[config.mk]
export PLATFORM = sky130hd
export DESIGN_NAME = edac_core
export DESIGN_NICKNAME = d
export VERILOG_FILES = /design/src/rtl/edac_pkg.sv /design/src/rtl/edac_encode.sv /design/src/rtl/edac_decode.sv /design/src/rtl/edac_diag.sv /design/src/rtl/edac_core.sv
export SDC_FILE = /design/constraint.sdc
export NUM_CORES = 1
export LEC_CHECK = 0
export ABC_AREA = 1
export BUFFER_PORTS_ARGS = -buffer_cell sky130_fd_sc_hd__buf_2
export CAP_MARGIN = 20
export CORE_MARGIN = 8
export CORE_UTILIZATION = 23
export CTS_CLUSTER_SIZE = 8
export DETAILED_ROUTE_END_ITERATION = 12
export PLACE_DENSITY_LB_ADDON = 0.12
export RECOVER_POWER = 25
export SLEW_MARGIN = 0
export SYNTH_ARGS = -nofsm -noshare
export SYNTH_HDL_FRONTEND = slang
export SYNTH_HIERARCHICAL = 1
export SYNTH_SLANG_ARGS = --single-unit
[constraint.sdc]
create_clock -name clk -period 4.2 [get_ports clk]
set_clock_uncertainty 0.1 [all_clocks]
set_input_delay 0.42 -clock clk [delete_from_list [all_inputs] [get_ports clk]]
set_output_delay 0.42 -clock clk [all_outputs]
set_load 0.005 [all_outputs]
[src/rtl/edac_pkg.sv]
package edac_pkg;
  localparam int unsigned EDAC_DW = 16;
  localparam int unsigned EDAC_HW = 5;
  localparam int unsigned EDAC_CW = EDAC_HW + 1;

  // Codeword position (1-based) of data bit j: skip powers of two
  function automatic logic [EDAC_HW-1:0] data_pos(input int unsigned j);
    int unsigned p;
    int unsigned n;
    p = 0;
    n = 0;
    for (int unsigned q = 1; q < 32; q++) begin
      if ((q & (q - 1)) != 0) begin
        if (n == j) p = q;
        n++;
      end
    end
    return EDAC_HW'(p);
  endfunction

  function automatic logic [EDAC_HW-1:0] ham_bits(input logic [EDAC_DW-1:0] d);
    logic [EDAC_HW-1:0] h;
    logic [EDAC_HW-1:0] pos;
    h = '0;
    for (int unsigned j = 0; j < EDAC_DW; j++) begin
      pos = data_pos(j);
      for (int unsigned k = 0; k < EDAC_HW; k++)
        if (pos[k]) h[k] = h[k] ^ d[j];
    end
    return h;
  endfunction
endpackage

[src/rtl/edac_encode.sv]
module edac_encode
  import edac_pkg::*;
(
  input  logic               mode_par,
  input  logic [EDAC_DW-1:0] data,
  output logic [EDAC_CW-1:0] chk
);
  logic [EDAC_HW-1:0] ham;

  always_comb begin
    ham = ham_bits(data);
    if (mode_par) chk = {{(EDAC_CW-1){1'b0}}, ^data};
    else          chk = {^{data, ham}, ham};
  end
endmodule

[src/rtl/edac_decode.sv]
module edac_decode
  import edac_pkg::*;
(
  input  logic               mode_par,
  input  logic [EDAC_DW-1:0] data,
  input  logic [EDAC_CW-1:0] chk,
  output logic [EDAC_DW-1:0] fixed,
  output logic               single,
  output logic               uncorr
);
  logic [EDAC_HW-1:0] syn;
  logic               ovr;
  logic [EDAC_DW-1:0] flip;
  logic               hit_data;
  logic               hit_chk;

  always_comb begin
    syn = chk[EDAC_HW-1:0] ^ ham_bits(data);
    ovr = ^{data, chk};
    for (int unsigned j = 0; j < EDAC_DW; j++)
      flip[j] = (data_pos(j) == syn);
    hit_data = |flip;
    hit_chk  = (syn == '0) || $onehot(syn);
    if (mode_par) begin
      fixed  = data;
      single = 1'b0;
      uncorr = chk[0] ^ (^data);
    end else begin
      single = ovr && (hit_data || hit_chk);
      uncorr = ((syn != '0) && !ovr) || (ovr && !hit_data && !hit_chk);
      fixed  = (ovr && hit_data) ? (data ^ flip) : data;
    end
  end
endmodule

[src/rtl/edac_diag.sv]
module edac_diag
  import edac_pkg::*;
#(
  parameter int unsigned AW = 20
) (
  input  logic               clk,
  input  logic               rst_n,
  input  logic               rd_en,
  input  logic               ev_corr,
  input  logic               ev_uncorr,
  input  logic [AW-1:0]      rd_addr,
  input  logic [EDAC_DW-1:0] fixed,
  input  logic               fail_clr,
  output logic               err_corr,
  output logic               err_uncorr,
  output logic [EDAC_DW-1:0] diag_data,
  output logic               fail_valid,
  output logic [AW-1:0]      fail_addr
);
  logic any_err;
  assign any_err = rd_en && (ev_corr || ev_uncorr);

  always_ff @(posedge clk or negedge rst_n) begin
    if (!rst_n) begin
      err_corr   <= 1'b0;
      err_uncorr <= 1'b0;
      diag_data  <= '0;
    end else begin
      err_corr   <= rd_en && ev_corr;
      err_uncorr <= rd_en && ev_uncorr;
      if (rd_en && ev_corr) diag_data <= fixed;
    end
  end

  always_ff @(posedge clk or negedge rst_n) begin
    if (!rst_n) begin
      fail_valid <= 1'b0;
      fail_addr  <= '0;
    end else if (fail_clr) begin
      fail_valid <= 1'b0;
    end else if (any_err && !fail_valid) begin
      fail_valid <= 1'b1;
      fail_addr  <= rd_addr;
    end
  end
endmodule

[src/rtl/edac_core.sv]
module edac_core
  import edac_pkg::*;
#(
  parameter int unsigned AW = 20
) (
  input  logic          clk,
  input  logic          rst_n,
  input  logic          mode_par,
  input  logic [15:0]   wr_data,
  output logic [5:0]    wr_chk,
  input  logic          rd_en,
  input  logic [AW-1:0] rd_addr,
  input  logic [15:0]   rd_data,
  input  logic [5:0]    rd_chk,
  output logic [15:0]   rd_fixed,
  output logic          err_corr,
  output logic          err_uncorr,
  output logic [15:0]   diag_data,
  input  logic          fail_clr,
  output logic          fail_valid,
  output logic [AW-1:0] fail_addr
);
  logic ev_corr;
  logic ev_uncorr;

  edac_encode u_enc (
    .mode_par (mode_par),
    .data     (wr_data),
    .chk      (wr_chk)
  );

  edac_decode u_dec (
    .mode_par (mode_par),
    .data     (rd_data),
    .chk      (rd_chk),
    .fixed    (rd_fixed),
    .single   (ev_corr),
    .uncorr   (ev_uncorr)
  );

  edac_diag #(.AW(AW)) u_diag (
    .clk        (clk),
    .rst_n      (rst_n),
    .rd_en      (rd_en),
    .ev_corr    (ev_corr),
    .ev_uncorr  (ev_uncorr),
    .rd_addr    (rd_addr),
    .fixed      (rd_fixed),
    .fail_clr   (fail_clr),
    .err_corr   (err_corr),
    .err_uncorr (err_uncorr),
    .diag_data  (diag_data),
    .fail_valid (fail_valid),
    .fail_addr  (fail_addr)
  );
endmodule

==> results of run 1 <==
==> power breakdown <==
| group | switching (W) | internal, W |
|---|---|---|
| clock network | 0.000148 | 0.000217 |
| logic | 0.000659 | 0.000414 |
| registers | 0.0000885 | 0.000541 |
| total | 0.000896 | 0.00117 |
==> final timing paths <==
path	cells past startpoint	startpoint	to
worst max-delay path	26	rd_data[4]	u_diag/fail_addr[4]$_DFFE_PN0P_
worst min register to register	2	u_diag/fail_addr[2]$_DFFE_PN0P_	u_diag/fail_addr[2]$_DFFE_PN0P_
max in group asynchronous	1	rst_n	u_diag/err_uncorr$_DFF_PN0_
worst min-delay path	2	fail_clr	u_diag/fail_valid$_DFFE_PN0P_
worst max register to register	4	u_diag/fail_valid$_DFFE_PN0P_	u_diag/fail_addr[5]$_DFFE_PN0P_
min in group asynchronous	1	rst_n	u_diag/diag_data[9]$_DFFE_PN0P_
==> sequential cells by signal, indices dropped and copies added (netlist names) <==
name / cells
u_diag/err_uncorr: 1
u_diag/fail_valid: 1
u_diag/fail_addr: 20
u_diag/diag_data: 16
u_diag/err_corr: 1
==> cell families (layout without fill, tap and decap cells) <==
| family | after synthesis | in the layout |
|---|---|---|
| buf+inv | 91 | 212 |
| xor+xnor | 55 | 55 |
| fa+ha+maj | 4 | 4 |
| flops | 39 | 39 |
| compound gates | 6 | 6 |
| simple gates | 462 | 462 |
==> layout make-up <==
class                           count  area (µm²)
Inverter                           78         293
Fill cell                        1936       12100
Clock buffer                        5         125
Clock inverter                      3        15.0
Timing Repair Buffer              126         637
Tap cell                          225         282
Multi-Input combinational cell    527        2560
Sequential cell                    39         976
==> layer usage <==
metal	global-route usage, %	vias to the layer above
met5	0	-
met4	2.06	0
met3	2.37	5
met2	17.7	119
met1	17.0	1797
li1	-	2229
==> timing repair <==
item / 4_1_cts / 5_1_grt
setup buffers: 0 / 0
endpoints found under the hold margin: 0 / 0
gates resized for setup: 0 / 1
endpoints found under the setup margin: 0 / 12
==> per-stage QoR <==
stage / setup WS [ps] / total power [W]
2_1_floorplan: 639 / 0.00133
3_3_place_gp: 71.3 / 0.00174
3_5_place_dp: 8.93 / 0.00173
4_1_cts: 323 / 0.00211
5_1_grt: 21.6 / 0.00227
6_report: 374 / 0.00207
==> synth_stat cells, types with 2 or more instances <==
library cell,count
inv_1,64
nand2_1,308
nor2_1,45
buf_6,6
buf_2,5
xnor2_1,25
nand4_1,7
nand2_2,22
ha_1,2
buf_4,2
xor2_1,27
a21oi_1,4
inv_2,14
nand3_2,2
nand2_4,3
fa_1,2
or2_1,2
dfrtp_1,39
xnor2_2,2
nand3b_1,2
nor3_1,2
nand3_1,65
==> results by group, run 1 <==
Drt
  – Via count: 4,150
  – Metal2 WL: 5.36 mm
  – DR pass1 iterations: 5
  – Wl on met1: 6.87 mm
  – Top Layer Used: met4
  – DR WL/cell: 13.0 µm
  – Final wirelength: 13.1 mm
  – WL met3: 748 µm
  – Via-to-Cell Ratio: 4.14
  – Starting DRT DRC Count: 196
  – # DRC: 0
  – Antenna Nets Post-Route: 0

Pwr
  – Worst IR Drop VDD: 0.000256 V
  – PwrDens: 423 mW/mm²
  – Leak Pwr: 2.95 nW

Layout
  – Final core utilization: 28.8%
  – Fin area: 0.00489 mm²
  – Most frequent cells in the layout: nand2_1 (308), buf_2 (122), nand3_1 (65)
  – Final #Nets: 844
  – Layout cells sized above 1: 23.1%
  – Most common cell after layout, fill and taps aside: nand2_1
  – Final Non-Filler Cells: 1,003
  – Ant. Diodes: 0
  – Area Overhead vs Synth: 24.3%

Timing
  – TNS Setup: 0 ps
  – Worst-Margin Slew: 2210 ps
  – Final Max Tran Viols: 40
  – Hold Slack: 240 ps
  – Peak Freq: 0.261 GHz
  – Final setup viols: 0
  – Min Tclk post-route: 3830 ps
  – Final period utilization: 91.1%
  – Relative slew slack: -47.3%
  – Final hold vios: 0
  – RSZ-0062 raised after global routing: false

Setup path
  – CP required: 4320 ps
  – Crit path largest cell delay: 470 ps
  – WS Path Type: input pin to register
  – R2R setup slack: 2700 ps
  – Largest delay contributor family on the critical path: simple AND/OR/NAND/NOR gates
  – Slowest CP cell: fa_1
  – CP dominant cell by count: nand2_1
  – Worst-path maximum fanout: 21
  – CP Capture Type: register
  – Startpoint Class: input pin
  – CP arrival: 3950 ps
  – Buffers plus inverters on the worst setup path: 7

CTS
  – CTS Sinks: 39
  – Clk buf depth: 2
  – Cts bufs inserted: 5
  – CTS root buf: clkbuf_16
  – Clk slew on worst S/H paths: 60 ps
  – CTS Hold Bufs: 0
  – Clock Latency Late Sink: 280 ps
  – H-tree levels: 2
  – CTS tree: done

Yosys
  – Largest family of logic cells by synthesized area: simple AND/OR/NAND/NOR gates
  – Leading area contributor after synthesis: nand2_1
  – Main flop type after synthesis: dfrtp_1
  – Adder-cell share of the synthesized area: 1.65%
  – Mapped cell area: 0.00393 mm²
  – Post-synthesis simple-gate area fraction: 49.7%
  – Synth Net Count: 724
  – Post-synth top area share: 29.4%
  – Seq/Total Area, Yosys: 24.8%
  – Synth cell types: 29
  – Synth Area in Compound Gates: 0.827%
  – Yosys reg bits: 39
  – Xor/xnor share of the synthesized area: 12.8%
  – Post-synthesis mux area share: 0%
  – Asr flop ratio synth: 100%
  – Avg Cell Area, Syn: 5.99 µm²
  – Warnings, synthesis: 6
  – Post-synth EDFFs: 0
  – Top cells by area, synth: nand2_1 (29%), dfrtp_1 (25%), nand3_1 (8.3%)
  – Post-Syn Instances: 657

Floorplan
  – Total I/O pin count: 124
  – Rows: 48
  – CORE AREA: 0.0170 mm²
  – DIE AREA: 0.0215 mm²
  – Initial core utilization: 23.1%
  – Die height: 147 µm
  – Die W: 147 µm

Outcome
  – Status: finished with violations
  – Failing checks: max-capacitance violations, max-slew violations

Hold path
  – HP Class: input pin to register

Global route
  – Grt total ovfl: 0
  – Initial antenna violation count: 0
  – Largest net degree at the start of global routing: 40
  – GRT Total Usage: 11.7%
  – Vias in the first global route: 3,924
  – First-pass GRT wire length: 20.9 mm

Job
  – Max Cap Violations: 1

Placed design
  – HPWL after DPL: 11.0 mm
  – GPL Wtd Cong: 0.818
  – IO Port Bufs: 123
  – DP Cell Count: 995
  – Placement Cell Area: 0.00475 mm²
(Power assumes the default switching activity.)
==> inputs of run 2 (changes only) <==
--- a/config.mk
+++ b/config.mk
@@ -7,13 +7,13 @@
 export LEC_CHECK = 0
 export ABC_AREA = 1
 export BUFFER_PORTS_ARGS = -buffer_cell sky130_fd_sc_hd__buf_2
-export CAP_MARGIN = 20
 export CORE_MARGIN = 8
 export CORE_UTILIZATION = 23
 export CTS_CLUSTER_SIZE = 8
 export DETAILED_ROUTE_END_ITERATION = 12
 export PLACE_DENSITY_LB_ADDON = 0.12
 export RECOVER_POWER = 25
+export REMOVE_ABC_BUFFERS = 1
 export SLEW_MARGIN = 0
 export SYNTH_ARGS = -nofsm -noshare
 export SYNTH_HDL_FRONTEND = slang
==> results by group, run 2 (synthesis results as in run 1) <==
Layout
  – Most frequent cells in the layout: nand2_1 (308), buf_2 (122), nand3_1 (65) (unchanged)
  – Largest register FFs: 20 (unchanged)
  – Most common cell after layout, fill and taps aside: nand2_1 (unchanged)
  – Ant. Diodes: 0 (unchanged)
  – Final #Nets: 846 (was 844)
  – Fillers: 1,956 (was 1,936)
  – Reg with most FFs: u_diag/fail_addr (unchanged)
  – Layout cells sized above 1: 23.3% (was 23.1%)
  – Area Overhead vs Synth: 25.4% (was 24.3%)
  – Final Non-Filler Cells: 1,005 (was 1,003)
  – Biggest regs: u_diag/fail_addr: 20 flops, u_diag/diag_data: 16 flops (unchanged)

Placed design
  – IO Port Bufs: 123 (unchanged)
  – Pre-CTS setup slack: 15.5 ps (was 8.93 ps)
  – GPL Wtd Cong: 0.792 (was 0.818)
  – HPWL after DPL: 10.9 mm (was 11.0 mm)
  – DP Cell Count: 997 (was 995)

Pwr
  – PwrDens: 433 mW/mm² (was 423 mW/mm²)
  – Leak Pwr: 2.96 nW (was 2.95 nW)
  – Overall power consumption: 0.00214 W (was 0.00207 W)
  – Worst IR Drop VDD: 0.000204 V (was 0.000256 V)

Drt
  – Via-to-Cell Ratio: 4.09 (was 4.14)
  – Via count: 4,114 (was 4,150)
  – Final wirelength: 12.9 mm (was 13.1 mm)
  – Antenna Nets Post-Route: 0 (unchanged)
  – Starting DRT DRC Count: 132 (was 196)
  – DR WL/cell: 12.8 µm (was 13.0 µm)
  – DR pass1 iterations: 4 (was 5)
  – # DRC: 0 (unchanged)

Setup path
  – CP required: 4270 ps (was 4320 ps)
  – Startpoint Class: input pin (unchanged)
  – CP dominant cell by count: nand2_1 (unchanged)
  – Worst-path maximum fanout: 20 (was 21)
  – CP Capture Type: register (unchanged)
  – CP arrival: 3920 ps (was 3950 ps)
  – Reg2reg path depth: 4 (unchanged)
  – Crit path largest cell delay: 480 ps (was 470 ps)
  – Slowest CP cell: fa_1 (unchanged)
  – WS Path Type: input pin to register (unchanged)

Timing
  – Final setup viols: 0 (unchanged)
  – Min Tclk post-route: 3850 ps (was 3830 ps)
  – Final period utilization: 91.8% (was 91.1%)
  – RSZ-0062 raised after global routing: false (unchanged)
  – Final hold vios: 0 (unchanged)
  – Relative slew slack: -48.4% (was -47.3%)
  – Peak Freq: 0.260 GHz (was 0.261 GHz)
  – Worst-Margin Slew: 2230 ps (was 2210 ps)
  – Final Max Tran Viols: 40 (unchanged)
  – TNS Setup: 0 ps (unchanged)
  – Setup ws final: 347 ps (was 374 ps)

CTS
  – H-tree levels: 2 (unchanged)
  – CTS Sinks: 39 (unchanged)
  – CTS Hold Bufs: 0 (unchanged)
  – CTS root buf: clkbuf_16 (unchanged)
  – Cts bufs inserted: 5 (unchanged)
  – CTS tree: done (unchanged)
  – Clock Latency Late Sink: 280 ps (about the same)
  – # Post-CTS Setup Buffers: 0 (unchanged)
  – Clk buf depth: 2 (unchanged)
  – Clk slew on worst S/H paths: 60 ps (about the same)
  – PostCTS Resize Cnt: 0 (unchanged)

Hold path
  – Hold Crit Depth: 2 (unchanged)
  – HP Class: input pin to register (unchanged)

Global route
  – GRT Total Usage: 11.5% (was 11.7%)
  – Grt total ovfl: 0 (unchanged)
  – Largest net degree at the start of global routing: 40 (unchanged)
  – Initial antenna violation count: 0 (unchanged)
  – First-pass GRT wire length: 20.1 mm (was 20.9 mm)
  – Vias in the first global route: 3,924 (unchanged)

Outcome
  – Status: finished with violations (unchanged)
  – Failing checks: max-capacitance violations, max-slew violations (unchanged)

Floorplan
  – Total I/O pin count: 124 (unchanged)
  – Rows: 48 (unchanged)
  – Die height: 147 µm (unchanged)
  – CORE AREA: 0.0170 mm² (unchanged)
  – DIE AREA: 0.0215 mm² (unchanged)
  – Die W: 147 µm (unchanged)
  – Initial core utilization: 23.1% (unchanged)

Job
  – Max Cap Violations: 1 (unchanged)
## run 2: power breakdown
group / total, W / internal, W / switching (W)
Combinational: 0.00107 / 0.000418 / 0.000648
Clock: 0.000446 / 0.000295 / 0.000151
Sequential: 0.000625 / 0.000540 / 0.0000849
Total: 0.00214 / 0.00125 / 0.000884
## run 2: area by class of cell
| type | instances | area (µm²) | area share [%] |
|---|---|---|---|
| flip-flops and latches | 39 | 976 | 19.8 |
| clock buffers | 6 | 139 | 2.82 |
| well taps | 225 | 282 | 5.71 |
| multi-input cells | 527 | 2560 | 51.8 |
| inverters | 78 | 293 | 5.93 |
| repair buffers | 128 | 652 | 13.2 |
| clock inverters | 2 | 35.0 | 0.710 |
## run 2: path summary, 6_finish.rpt
kind | slack [ps] | end | startpoint
max in group asynchronous | 2040 | u_diag/diag_data[4]$_DFFE_PN0P_ | rst_n
max | 350 | u_diag/fail_addr[17]$_DFFE_PN0P_ | rd_data[4]
min in group asynchronous | 700 | u_diag/fail_addr[5]$_DFFE_PN0P_ | rst_n
min | 250 | u_diag/fail_valid$_DFFE_PN0P_ | fail_clr
min reg2reg | 360 | u_diag/fail_addr[6]$_DFFE_PN0P_ | u_diag/fail_addr[6]$_DFFE_PN0P_
max reg2reg | 2590 | u_diag/fail_addr[17]$_DFFE_PN0P_ | u_diag/fail_valid$_DFFE_PN0P_
## run 2: critical path: cells and delay by family
kind          cells  cell delay, ps
buf+inv           6             600
simple gates     17            1870
fa+ha+maj         3            1010
## run 2: routing by layer
layer	vias up	track usage (%)	share of wire, %
met4	0	3.14	1.2
met3	7	2.03	4.7
met1	1778	15.1	49
met2	97	19.1	46
li1	2232	-	-
met5	-	0	0
## run 2: stage by stage
step / utilization (%) / hold slack [ps] / area, µm²
detailed placement: 28.0 / 354 / 4760
finish: 29.0 / 246 / 4930
global route: 29.0 / 252 / 4930
floorplan: - / 24.4 / 3830
global placement: 28.0 / 354 / 4760
CTS: 29.0 / 205 / 4930
